### config.mk
export PLATFORM = sky130hd
export DESIGN_NAME = gpio_rmw_port
export DESIGN_NICKNAME = d
export VERILOG_FILES = /design/src/rtl/gpio_rmw_pkg.sv /design/src/rtl/gpio_sync.sv /design/src/rtl/gpio_regs.sv /design/src/rtl/gpio_readmux.sv /design/src/rtl/gpio_bitseq.sv /design/src/rtl/gpio_rmw_port.sv
export SDC_FILE = /design/constraint.sdc
export NUM_CORES = 1
export LEC_CHECK = 0
export BUFFER_PORTS_ARGS = -buffer_cell sky130_fd_sc_hd__buf_2
export CORE_UTILIZATION = 35
export CTS_CLUSTER_SIZE = 20
export DETAILED_ROUTE_END_ITERATION = 10
export PLACE_DENSITY = 0.62
export SYNTH_ARGS = -nofsm -noshare
export SYNTH_HDL_FRONTEND = slang
export SYNTH_SLANG_ARGS = --single-unit
### constraint.sdc
create_clock -name clk -period 2.2 [get_ports clk]
set_input_delay 0.11 -clock clk [delete_from_list [all_inputs] [get_ports clk]]
set_output_delay 0.11 -clock clk [all_outputs]
set_load 0.05 [all_outputs]
### src/rtl/gpio_rmw_pkg.sv
package gpio_rmw_pkg;
  typedef enum logic [1:0] {
    SQ_IDLE   = 2'd0,
    SQ_READ   = 2'd1,
    SQ_MODIFY = 2'd2,
    SQ_WRITE  = 2'd3
  } seq_state_t;

  localparam logic ADDR_DATA = 1'b0;
  localparam logic ADDR_DIR  = 1'b1;
endpackage

### src/rtl/gpio_sync.sv
module gpio_sync #(
  parameter int WIDTH  = 8,
  parameter int STAGES = 2
) (
  input  logic             clk,
  input  logic             rst,
  input  logic [WIDTH-1:0] async_in,
  output logic [WIDTH-1:0] sync_out
);
  logic [STAGES-1:0][WIDTH-1:0] stg;

  always_ff @(posedge clk) begin
    if (rst) stg[0] <= '0;
    else     stg[0] <= async_in;
  end

  for (genvar s = 1; s < STAGES; s++) begin : g_stage
    always_ff @(posedge clk) begin
      if (rst) stg[s] <= '0;
      else     stg[s] <= stg[s-1];
    end
  end

  assign sync_out = stg[STAGES-1];
endmodule

### src/rtl/gpio_regs.sv
module gpio_regs
  import gpio_rmw_pkg::*;
#(
  parameter int WIDTH = 8
) (
  input  logic             clk,
  input  logic             rst,
  input  logic             bus_wr_en,
  input  logic             bus_addr,
  input  logic [WIDTH-1:0] bus_wdata,
  input  logic             seq_wr,
  input  logic [WIDTH-1:0] seq_data,
  output logic [WIDTH-1:0] dir_q,
  output logic [WIDTH-1:0] latch_q
);
  always_ff @(posedge clk) begin
    if (rst)                                       dir_q <= '0;
    else if (bus_wr_en && bus_addr == ADDR_DIR)    dir_q <= bus_wdata;
  end

  // Sequencer write phase outranks a bus data write in the same cycle.
  always_ff @(posedge clk) begin
    if (rst)                                       latch_q <= '0;
    else if (seq_wr)                               latch_q <= seq_data;
    else if (bus_wr_en && bus_addr == ADDR_DATA)   latch_q <= bus_wdata;
  end

  a_r1_reset_clear: assert property (@(posedge clk) disable iff (rst)
    $fell(rst) |-> (dir_q == '0 && latch_q == '0));

  a_r3_dir_write: assert property (@(posedge clk) disable iff (rst)
    (bus_wr_en && bus_addr == ADDR_DIR) |=> dir_q == $past(bus_wdata));

  a_r3_data_write: assert property (@(posedge clk) disable iff (rst)
    (bus_wr_en && bus_addr == ADDR_DATA && !seq_wr) |=> latch_q == $past(bus_wdata));

  a_r10_seq_wins: assert property (@(posedge clk) disable iff (rst)
    seq_wr |=> latch_q == $past(seq_data));
endmodule

### src/rtl/gpio_readmux.sv
module gpio_readmux
  import gpio_rmw_pkg::*;
#(
  parameter int WIDTH = 8
) (
  input  logic             clk,
  input  logic             rst,
  input  logic             rd_en,
  input  logic             rd_addr,
  input  logic [WIDTH-1:0] dir_q,
  input  logic [WIDTH-1:0] latch_q,
  input  logic [WIDTH-1:0] pin_sync,
  output logic [WIDTH-1:0] port_view,
  output logic [WIDTH-1:0] rdata
);
  for (genvar i = 0; i < WIDTH; i++) begin : g_bit
    assign port_view[i] = dir_q[i] ? latch_q[i] : pin_sync[i];
  end

  always_ff @(posedge clk) begin
    if (rst)        rdata <= '0;
    else if (rd_en) rdata <= (rd_addr == ADDR_DIR) ? dir_q : port_view;
  end

  a_r3_rdata_hold: assert property (@(posedge clk) disable iff (rst)
    !rd_en |=> $stable(rdata));
endmodule

### src/rtl/gpio_bitseq.sv
module gpio_bitseq
  import gpio_rmw_pkg::*;
#(
  parameter int WIDTH = 8,
  localparam int BW   = $clog2(WIDTH)
) (
  input  logic             clk,
  input  logic             rst,
  input  logic             cmd_valid,
  input  logic             cmd_set,
  input  logic [BW-1:0]    cmd_bit,
  input  logic [WIDTH-1:0] port_view,
  output logic             busy,
  output logic             seq_wr,
  output logic [WIDTH-1:0] seq_data
);
  seq_state_t        state;
  logic [BW-1:0]     bit_q;
  logic              op_q;
  logic [WIDTH-1:0]  snap;

  always_ff @(posedge clk) begin
    if (rst) begin
      state <= SQ_IDLE;
      bit_q <= '0;
      op_q  <= 1'b0;
      snap  <= '0;
    end else begin
      case (state)
        SQ_IDLE: begin
          if (cmd_valid) begin
            bit_q <= cmd_bit;
            op_q  <= cmd_set;
            state <= SQ_READ;
          end
        end
        SQ_READ: begin
          snap  <= port_view;
          state <= SQ_MODIFY;
        end
        SQ_MODIFY: begin
          snap[bit_q] <= op_q;
          state       <= SQ_WRITE;
        end
        SQ_WRITE: state <= SQ_IDLE;
        default:  state <= SQ_IDLE;
      endcase
    end
  end

  assign busy     = (state != SQ_IDLE);
  assign seq_wr   = (state == SQ_WRITE);
  assign seq_data = snap;

  a_r8_busy_three: assert property (@(posedge clk) disable iff (rst)
    $rose(busy) |=> busy ##1 busy ##1 !busy);

  a_r9_reject_busy: assert property (@(posedge clk) disable iff (rst)
    (busy && cmd_valid) |=> ($stable(bit_q) && $stable(op_q)));

  a_r6_forced_bit: assert property (@(posedge clk) disable iff (rst)
    seq_wr |-> seq_data[bit_q] == op_q);
endmodule

### src/rtl/gpio_rmw_port.sv
module gpio_rmw_port #(
  parameter int WIDTH       = 8,
  parameter int SYNC_STAGES = 2,
  localparam int BW         = $clog2(WIDTH)
) (
  input  logic             clk,
  input  logic             rst,
  input  logic             bus_wr_en,
  input  logic             bus_rd_en,
  input  logic             bus_addr,
  input  logic [WIDTH-1:0] bus_wdata,
  output logic [WIDTH-1:0] bus_rdata,
  input  logic             cmd_valid,
  input  logic             cmd_set,
  input  logic [BW-1:0]    cmd_bit,
  output logic             cmd_busy,
  input  logic [WIDTH-1:0] pin_in,
  output logic [WIDTH-1:0] pin_out,
  output logic [WIDTH-1:0] pin_oe
);
  logic [WIDTH-1:0] pin_sync;
  logic [WIDTH-1:0] dir_q;
  logic [WIDTH-1:0] latch_q;
  logic [WIDTH-1:0] port_view;
  logic             seq_wr;
  logic [WIDTH-1:0] seq_data;

  gpio_sync #(.WIDTH(WIDTH), .STAGES(SYNC_STAGES)) u_sync (
    .clk(clk), .rst(rst), .async_in(pin_in), .sync_out(pin_sync)
  );

  gpio_regs #(.WIDTH(WIDTH)) u_regs (
    .clk(clk), .rst(rst),
    .bus_wr_en(bus_wr_en), .bus_addr(bus_addr), .bus_wdata(bus_wdata),
    .seq_wr(seq_wr), .seq_data(seq_data),
    .dir_q(dir_q), .latch_q(latch_q)
  );

  gpio_readmux #(.WIDTH(WIDTH)) u_rmux (
    .clk(clk), .rst(rst), .rd_en(bus_rd_en), .rd_addr(bus_addr),
    .dir_q(dir_q), .latch_q(latch_q), .pin_sync(pin_sync),
    .port_view(port_view), .rdata(bus_rdata)
  );

  gpio_bitseq #(.WIDTH(WIDTH)) u_seq (
    .clk(clk), .rst(rst),
    .cmd_valid(cmd_valid), .cmd_set(cmd_set), .cmd_bit(cmd_bit),
    .port_view(port_view),
    .busy(cmd_busy), .seq_wr(seq_wr), .seq_data(seq_data)
  );

  assign pin_oe  = dir_q;
  assign pin_out = latch_q & dir_q;

  a_r2_no_undriven_level: assert property (@(posedge clk) disable iff (rst)
    (pin_out & ~pin_oe) == '0);

  a_r1_idle_after_reset: assert property (@(posedge clk) disable iff (rst)
    $fell(rst) |-> (!cmd_busy && pin_oe == '0));
endmodule

==> impl_metrics.toml, run 1 <==
[timing]
maxSlewHeadroom_pct = 59.1
min_period_ns = 1.66
finalSetupViolations = 0
clock.fmax_mhz = 604
clock_skew_ns = 0.00365
hold_violations = 0
drv_slew = 0
rsz0062_at_grt = "false"
fin_setup_tns_ns = 0
fin_crit_sh_pct = 75.3
tightest_slew_ns = 0.614

[route]
ant_nets = 0
drt_iter0_drc = 94
via_count = 1977
wirelength_um = 5490
dr_wl_met2_um = 2650
drt-met1-wl_um = 2630
highest_layer = "met4"
wl_per_cell_um = 14.2
wl_met3_um = 191
firstDrtPassIters = 6
vias_per_cell = 5.12
drcViolationCount = 0

[critical_path]
crit_path_max_fanout = 10
crit_slowest_cell = "a21oi_1"
endpoint_kind = "flip-flop"
arrival_ns = 1.91
reg2reg_to = "u_seq.seq_data[2]$_SDFFE_PP0P_"
critical_path.startpoint = "u_seq.state[0]$_SDFFE_PP0P_"
critPathLaunchType = "flip-flop"
crit_chain = "inv_1, ha_1, inv_1, a21oi_1, a31o_1"
cp.required_ns = 2.45
critPathKind = "flip-flop to flip-flop"
reg2reg_depth = 5
crit_end = "u_seq.seq_data[2]$_SDFFE_PP0P_"
r2r_start = "u_seq.state[0]$_SDFFE_PP0P_"
crit_top_cell = "inv_1"
slowest_delay_ns = 0.51
reg2reg_slack_ns = 0.54

[yosys]
synth_largest_area_cell = "dfxtp_1"
synth_edf_count = 0
synth.most_common_cell = "dfxtp_1"
netlist.area_leader.share_pct = 45.3
syn_nets = 291
synth_ff_type = "dfxtp_1"
synth_cell_type_count = 29
async_flop_share_pct = 0
ys_warn_count = 0
synth_area_per_cell_sq_um = 9.19
synth_cells = 260
ys_seq_area_share_pct = 45.3
netlist_area_sq_mm = 0.00239
synth_common_cells = "dfxtp_1, nor2b_1, a21oi_1"
synth_area_leaders = "dfxtp_1, nor2b_1, a21oi_1, mux2i_1, nand2b_1"
ys_ff_latch = 54

[place]
gp_congestion = 0.798
dp_cells = 372
port_buffers = 50
hpwlAfterDp_um = 3950

[clock_network]
clockBufferDepth = 2
cts_num_sinks = 54
post_cts_buffers = 0
cts_resized = 0
h-tree-depth = 2
clkTransAtPathRegs_ns = 0.10
root_buffer = "clkbuf_8"
cts_tree = "built"
clock_latency_ns = 0.31
cts_buffers = 5

[layout]
antenna-diode-count = 0
drive_gt1_share_pct = 21.7
finalNonFillerCells = 386
nNetsFinal = 339
area_growth_pct = 19.8

[outcome]
outcome = "complete, no violations"

[global_routing]
overflow = 0
grt_max_degree = 38
grt_pass1_vias = 1887
grt_pass1_wl_um = 9090
antenna_found_initial = 0
grt_use_total_pct = 15.9

[run]
drv_cap = 0

[min_path]
min_path_type = "input pin to flip-flop"

[pwr]
power.total_mw = 2.56
p_leak_nw = 1.15
p_per_area_mw_per_mm2 = 895
vdd_drop_max_mv = 0.334

[floorplan]
die_area_sq_mm = 0.00716
die_width_um = 84.6
die_y_um = 84.6
io_pins = 51
core_area_sq_mm = 0.00646
num_rows = 29
initial_core_util_pct = 37.0
[layout make-up]
cell class	instances	area, sq um
Fill cell	637	3600
Inverter	6	22.5
Tap cell	77	96.3
Timing Repair Buffer	59	333
Sequential cell	54	1080
Clock inverter	3	68.8
Clock buffer	5	68.8
Multi-Input combinational cell	182	1190
[worst max-delay path: cells and delay by family, from the launching register on]
| kind | cells | cell delay (ns) |
|---|---|---|
| flip-flops | 1 | 0.35 |
| buffers and inverters | 2 | 0.17 |
| AO/OA/AOI/OAI | 2 | 0.74 |
| adder cells (fa/ha/maj) | 1 | 0.33 |
[power breakdown]
group | internal (mW) | switching, mW
logic | 0.234 | 0.391
registers | 1.07 | 0.0814
clock network | 0.456 | 0.327
total | 1.76 | 0.800
[worst min path at each step]
stage | start | end | slack, ns | cells past startpoint
final | pin_in[6] | u_sync.stg[6]$_SDFF_PP0_ | 0.008 | 2
after global routing | pin_in[6] | u_sync.stg[6]$_SDFF_PP0_ | 0.01 | 2
after CTS | pin_in[6] | u_sync.stg[6]$_SDFF_PP0_ | 0.002 | 2
after detailed placement | pin_in[2] | u_sync.stg[2]$_SDFF_PP0_ | 0.32 | 2
after global placement | pin_in[3] | u_sync.stg[3]$_SDFF_PP0_ | 0.32 | 2
after floorplan | pin_in[0] | u_sync.stg[0]$_SDFF_PP0_ | 0.24 | 1
[routing by layer]
| layer | GRT usage [%] | vias up |
|---|---|---|
| met4 | 3.24 | 0 |
| met2 | 27.9 | 43 |
| met3 | 3.24 | 3 |
| met1 | 20.2 | 921 |
| met5 | 0 | - |
| li1 | - | 1010 |
[state kept, by name, indices dropped and copies added, names as in the netlist]
| signal | cells |
|---|---|
| u_regs.latch_q | 8 |
| u_rmux.rdata | 8 |
| u_seq.bit_q | 3 |
| u_seq.state | 2 |
| u_sync.stg | 8 |
| u_regs.dir_q | 8 |
| u_sync.sync_out | 8 |
| u_seq.op_q | 1 |
| u_seq.seq_data | 8 |
[stage by stage]
step	cell area, sq um	setup slack (ns)	utilization (%)	hold slack, ns
4_1_cts	2860	0.543	44.3	0.00237
3_5_place_dp	2660	0.575	41.2	0.322
6_report	2860	0.544	44.3	0.00753
3_3_place_gp	2660	0.596	41.2	0.320
5_1_grt	2860	0.395	44.3	0.0107
2_1_floorplan	2390	0.639	-	0.238
[timing repair]
item                                    CTS  global route
hold endpoints to repair                  6             0
hold buffers                              6             0
endpoints found under the setup margin    0             0
[cells in the final DEF, fill, tap and decap left out, types with 3 or more instances in the layout]
cell / count
dfxtp_1: 54
buf_2: 50
nor2b_1: 27
a21oi_1: 21
nand2_1: 18
nand3_1: 16
nand2b_1: 13
mux2i_1: 9
a211oi_1: 9
and2_1: 8
a211o_1: 8
o21ai_1: 8
a31o_1: 8
nor3_1: 8
o22ai_1: 6
dlygate4sd3_1: 6
mux2_1: 5
ha_1: 5
clkbuf_8: 5
inv_1: 4
nor2_1: 4
mux2_2: 3
buf_4: 3
[kinds of logic after synthesis]
| family | synth area share [%] |
|---|---|
| DFF | 45.3 |
| buffers and inverters | 4.87 |
| adders and majority gates | 2.62 |
| AOI/OAI and AO/OA | 17.1 |
| muxes | 7.54 |
| and+or+nand+nor | 22.6 |
Note: power is estimated with default switching activity, not from simulation.
==> inputs of run 2 (changes only) <==
--- a/config.mk
+++ b/config.mk
@@ -5,6 +5,7 @@
 export SDC_FILE = /design/constraint.sdc
 export NUM_CORES = 1
 export LEC_CHECK = 0
+export ABC_AREA = 1
 export BUFFER_PORTS_ARGS = -buffer_cell sky130_fd_sc_hd__buf_2
 export CORE_UTILIZATION = 35
 export CTS_CLUSTER_SIZE = 20
==> constraint.sdc (replaced) <==
create_clock -name clk -period 1.73 [get_ports clk]
set_input_delay 0.0865 -clock clk [delete_from_list [all_inputs] [get_ports clk]]
set_output_delay 0.0865 -clock clk [all_outputs]
set_load 0.05 [all_outputs]
==> impl_metrics.toml, run 2 <==
[route]
drt_iter0_drc = 111
vias_per_cell = 4.61
drcViolationCount = 12
wirelength_um = 5730
via_count = 2212
firstDrtPassIters = 7
ant_nets = 0
wl_per_cell_um = 11.9

[timing]
maxSlewHeadroom_pct = 78.3
tightest_slew_ns = 0.325
finalSetupViolations = 0
fin_crit_sh_pct = 84.6
drv_slew = 0
clock_skew_ns = 0.00824
clock.fmax_mhz = 683
min_period_ns = 1.46
hold_violations = 0
rsz0062_at_grt = "false"
setup_slack_ns = 0.266
fin_setup_tns_ns = 0

[pwr]
vdd_drop_max_mv = 0.358
p_leak_nw = 1.47
switching_power_mw = 1.20
switching_share_pct = 37.6
power_frac_clock_pct = 23.9
combPwrFrac_pct = 29.5
p_per_area_mw_per_mm2 = 1120
power_frac_seq_pct = 46.6
p_int_mw = 1.99

[yosys]
synth_cells = 344
synth.most_common_cell = "nand2_1"
syn_nets = 375
synth_ff_type = "dfxtp_1"
ys_ff_latch = 54
synth_area_per_cell_sq_um = 6.85
ys_seq_area_share_pct = 45.9
synth_cell_type_count = 22
synth_largest_area_cell = "dfxtp_1"
synth_common_cells = "nand2_1, nor2_1, dfxtp_1"
synth_area_leaders = "dfxtp_1, nand2_1, nor2_1, inv_1, o21ai_0"
netlist.area_leader.share_pct = 45.9
netlist_area_sq_mm = 0.00236
synth_edf_count = 0
ys_warn_count = 0
async_flop_share_pct = 0

[place]
port_buffers = 50
dp_cells = 464
pre_cts_slack_ns = 0.274
gp_congestion = 0.869
hpwlAfterDp_um = 4130

[layout]
nNetsFinal = 433
finalNonFillerCells = 480
final_common_cell = "nand2_1"
area_growth_pct = 21.3
fill_cells = 702
final_cell_mix = "nand2_1, nor2_1, dfxtp_1"
drive_gt1_share_pct = 17.1
antenna-diode-count = 0

[global_routing]
grt_use_total_pct = 17.6
use_met2_pct = 30.3
antenna_found_initial = 0
grt_pass1_vias = 2178
grt_pass1_wl_um = 9780
grt_max_degree = 32
use_met1_pct = 22.1
grt_busiest_layer = "met2"
overflow = 0
met3_usage_pct = 2.97

[clock_network]
cts_resized = 0
cts_buffers = 5
root_buffer = "clkbuf_8"
cts_tree = "built"
clkTransAtPathRegs_ns = 0.09
clock_latency_ns = 0.31
h-tree-depth = 2
clockBufferDepth = 2
cts_num_sinks = 54

[critical_path]
arrival_ns = 1.38
slowest_delay_ns = 0.39
reg2reg_to = "u_seq.seq_data[4]$_SDFFE_PP0P_"
cp.required_ns = 1.64
crit_chain = "inv_1, ha_1, inv_1, buf_2"
crit_top_cell = "inv_1"
r2r_start = "u_seq.state[0]$_SDFFE_PP0P_"
endpoint_kind = "output pin"
critPathKind = "flip-flop to output pin"
path_buf_inv = 3
crit_family = "buffers and inverters"
critPathLaunchType = "flip-flop"
crit_slowest_cell = "dfxtp_1"
crit_path_max_fanout = 4
reg2reg_slack_ns = 0.27
reg2reg_depth = 9

[run]
drv_cap = 0

[floorplan]
io_pins = 51
die_y_um = 84.0
core_area_sq_mm = 0.00642
die_area_sq_mm = 0.00706
die_width_um = 84.0
initial_core_util_pct = 36.7
num_rows = 29

[outcome]
violations = "design-rule violations"
outcome = "complete, but fails checks"

[min_path]
hold_path_depth = 3
hold_start = "cmd_set"
holdPathEnd = "u_seq.op_q$_SDFFE_PP0P_"
min_path_type = "input pin to flip-flop"
-- run 2: cell types whose count changed in the layout (fill, tap and decap cells not counted), moves of 9 or more --
cell	change
inv_1	+40
nand2b_1	-13
nand2_1	+81
o21ai_0	+29
mux2i_1	-9
nor2_1	+57
nor2b_1	-27
a211oi_1	-9
-- run 2: stage by stage --
stage / power [mW] / util [%] / instance area (sq um) / hold slack, ns
finish: 3.20 / 44.5 / 2860 / 0.0320
detailed placement: 2.45 / 41.7 / 2680 / 0.292
CTS: 3.22 / 44.5 / 2860 / 0.0352
global placement: 2.43 / 41.7 / 2680 / 0.284
global route: 3.41 / 44.5 / 2860 / 0.0488
floorplan: 2.20 / - / 2360 / 0.156
-- run 2: worst min-delay path, delay by kind of cell --
kind	cells	cell delay, ns
compound gates	1	0.07
buf+inv	1	0.07
simple gates	1	0.08
-- run 2: power by group through the flow --
stage	clock [mW]	sequential, mW	combinational, mW
6_report	0.765	1.49	0.942
5_1_grt	0.832	1.51	1.07
4_1_cts	0.780	1.49	0.952
3_5_place_dp	0	1.52	0.935
3_3_place_gp	0	1.51	0.921
2_1_floorplan	0	1.57	0.633
-- run 2: what timing repair did --
action | 4_1_cts | 5_1_grt
endpoints found under the hold margin | 8 | 0
setup buffers | 0 | 0
hold buffers | 8 | 0
-- run 2: worst max path at each step --
| stage | from | endpoint | slack (ns) | cells after the start |
|---|---|---|---|---|
| after floorplan | u_seq.state[0]$_SDFFE_PP0P_ | u_seq.state[1]$_SDFFE_PP0P_ | 0.31 | 6 |
| after global placement | u_seq.state[0]$_SDFFE_PP0P_ | u_seq.seq_data[7]$_SDFFE_PP0P_ | 0.30 | 9 |
| after detailed placement | u_seq.state[0]$_SDFFE_PP0P_ | u_seq.seq_data[4]$_SDFFE_PP0P_ | 0.27 | 9 |
| after CTS | u_seq.state[0]$_SDFFE_PP0P_ | u_seq.seq_data[4]$_SDFFE_PP0P_ | 0.25 | 9 |
| after global routing | u_seq.state[0]$_SDFFE_PP0P_ | u_seq.seq_data[3]$_SDFFE_PP0P_ | 0.12 | 9 |
| final | u_seq.state[0]$_SDFFE_PP0P_ | cmd_busy | 0.27 | 4 |
-- run 2: cell families (layout without fill, tap and decap cells) --
group	after synthesis	in the layout	share of synthesized area, %
adders and majority gates	5	5	2.66
buffers and inverters	58	117	10.4
AOI/OAI and AO/OA	55	55	12.9
DFF	54	54	45.9
and+or+nand+nor	172	172	28.2
-- run 2: final cells by class --
| type | count | area, sq um | area share (%) |
|---|---|---|---|
| Multi-Input combinational cell | 232 | 1030 | 36.0 |
| Inverter | 48 | 188 | 6.56 |
| Tap cell | 77 | 96.3 | 3.37 |
| Timing Repair Buffer | 61 | 365 | 12.8 |
| Sequential cell | 54 | 1080 | 37.8 |
| Clock inverter | 2 | 16.3 | 0.569 |
| Clock buffer | 6 | 82.6 | 2.89 |
-- run 2: per-layer routing --
metal | wire (um) | vias up | part of all wire (%)
met5 | 0 | - | 0
met4 | 78 | 0 | 1.4
met3 | 222 | 7 | 3.9
met2 | 2640 | 52 | 46
met1 | 2790 | 973 | 49
li1 | - | 1180 | -
==> inputs of run 3 (changes only) <==
--- a/config.mk
+++ b/config.mk
@@ -10,7 +10,7 @@
 export CORE_UTILIZATION = 35
 export CTS_CLUSTER_SIZE = 20
 export DETAILED_ROUTE_END_ITERATION = 10
-export PLACE_DENSITY = 0.62
+export PLACE_DENSITY = 0.64
 export SYNTH_ARGS = -nofsm -noshare
 export SYNTH_HDL_FRONTEND = slang
 export SYNTH_SLANG_ARGS = --single-unit
==> constraint.sdc (replaced) <==
create_clock -name clk -period 1.2 [get_ports clk]
set_input_delay 0.06 -clock clk [delete_from_list [all_inputs] [get_ports clk]]
set_output_delay 0.06 -clock clk [all_outputs]
set_load 0.05 [all_outputs]
==> impl_metrics.toml, run 3 (synthesis results as in run 2) <==
[floorplan]
core_area_sq_mm = 0.00642
io_pins = 51
initial_core_util_pct = 36.7
die_y_um = 84.0
die_area_sq_mm = 0.00706
num_rows = 29
die_width_um = 84.0

[clock_network]
clock_latency_ns = 0.31
cts_buffers = 5
h-tree-depth = 2
clockBufferDepth = 2
root_buffer = "clkbuf_8"
cts_num_sinks = 54
cts_tree = "built"
clkTransAtPathRegs_ns = 0.10

[min_path]
min_path_type = "input pin to flip-flop"
hold_start = "cmd_bit[2]"

[place]
port_buffers = 50
dp_cells = 471
gp_congestion = 0.934
hpwlAfterDp_um = 4150

[timing]
min_period_ns = 1.33
clock.fmax_mhz = 754
drv_slew = 0
tightest_slew_ns = 0.349
hold_violations = 0
setup_slack_ns = -0.126
maxSlewHeadroom_pct = 76.7
finalSetupViolations = 11
fin_setup_tns_ns = -0.595
clock_skew_ns = 0.00554
fin_crit_sh_pct = 110
rsz0062_at_grt = "true"

[critical_path]
critPathLaunchType = "flip-flop"
critical_path.startpoint = "u_seq.state[0]$_SDFFE_PP0P_"
r2r_start = "u_seq.state[0]$_SDFFE_PP0P_"
crit_path_max_fanout = 4
arrival_ns = 1.27
endpoint_kind = "output pin"
cp.required_ns = 1.14
critPathKind = "flip-flop to output pin"

[layout]
finalNonFillerCells = 495
antenna-diode-count = 0
drive_gt1_share_pct = 25.4
area_growth_pct = 33.4
final_common_cell = "nand2_1"
nNetsFinal = 448
final_cell_mix = "nand2_1, nor2_1, dfxtp_1"

[pwr]
vdd_drop_max_mv = 0.565
power.total_mw = 5.29
p_leak_nw = 1.57
p_per_area_mw_per_mm2 = 1680

[global_routing]
overflow = 0
antenna_found_initial = 0
grt_pass1_vias = 2218
grt_max_degree = 26
grt_use_total_pct = 17.7
grt_pass1_wl_um = 9920

[route]
drt_iter0_drc = 141
firstDrtPassIters = 7
vias_per_cell = 4.66
via_count = 2308
ant_nets = 0
wirelength_um = 5860
wl_per_cell_um = 11.8
drcViolationCount = 8

[run]
drv_cap = 0

[outcome]
outcome = "complete, but fails checks"
violations = "design-rule violations, negative setup slack"
[run 3: changes by cell type in the layout (fill, tap and decap cells not counted), sizes merged]
cell,previous run,this run
inv,49,48
clkbuf,6,12
dlygate4sd3,8,9
clkinvlp,1,2
buf,53,61
[run 3: timing repair]
| action | CTS | global route |
|---|---|---|
| gates resized for setup | 15 | 35 |
| pin swaps | 1 | 8 |
| hold buffers | 9 | 0 |
| buffers inserted | 4 | 3 |
| endpoints found under the hold margin | 9 | 0 |
| setup endpoints to repair | 22 | 30 |
[run 3: cell type report]
cell class | instances | area, sq um
inverters | 48 | 201
repair buffers | 76 | 527
clock buffers | 6 | 82.6
multi-input cells | 232 | 1130
flip-flops and latches | 54 | 1090
fillers | 638 | 3280
clock inverters | 2 | 16.3
well taps | 77 | 96.3
[run 3: metal layers]
| metal | up-vias | global-route usage, % | routed length [um] |
|---|---|---|---|
| li1 | 1205 | - | - |
| met1 | 1033 | 22.9 | 2690 |
| met2 | 64 | 30.3 | 2800 |
| met3 | 6 | 3.07 | 321 |
| met4 | 0 | 5.17 | 49 |
| met5 | - | 0 | 0 |
[run 3: report_power, final]
group / leakage (nW) / total (mW) / switching (mW) / internal (mW)
combinational: 1.08 / 1.98 / 1.17 / 0.815
clock: 0.0478 / 1.10 / 0.627 / 0.476
sequential: 0.447 / 2.20 / 0.187 / 2.01
[run 3: path summary, 6_finish.rpt]
check	endpoint	slack, ns	depth (start not counted)
hold / removal	u_seq.bit_q[2]$_SDFFE_PP0P_	0.01	3
setup / recovery	cmd_busy	-0.13	5
hold reg to reg	u_sync.sync_out[5]$_SDFF_PP0_	0.41	2
setup reg to reg	u_regs.latch_q[5]$_SDFFE_PP0P_	-0.08	6
[run 3: metrics by stage]
stage,util [%],area (sq um),hold WS (ns),setup WS [ns]
6_report,48.9,3140,0.0121,-0.126
3_3_place_gp,42.9,2760,0.258,-0.172
4_1_cts,47.1,3030,0.0295,-0.106
5_1_grt,48.9,3140,0.0202,-0.171
2_1_floorplan,-,2380,0.129,-0.0431
3_5_place_dp,42.9,2760,0.265,-0.196
[run 3: critical path: stages, from the launching register on]
cell	delay, ns
dfxtp_4	0.38
inv_4	0.06
buf_6	0.10
ha_4	0.14
clkinvlp_4	0.11
buf_8	0.16
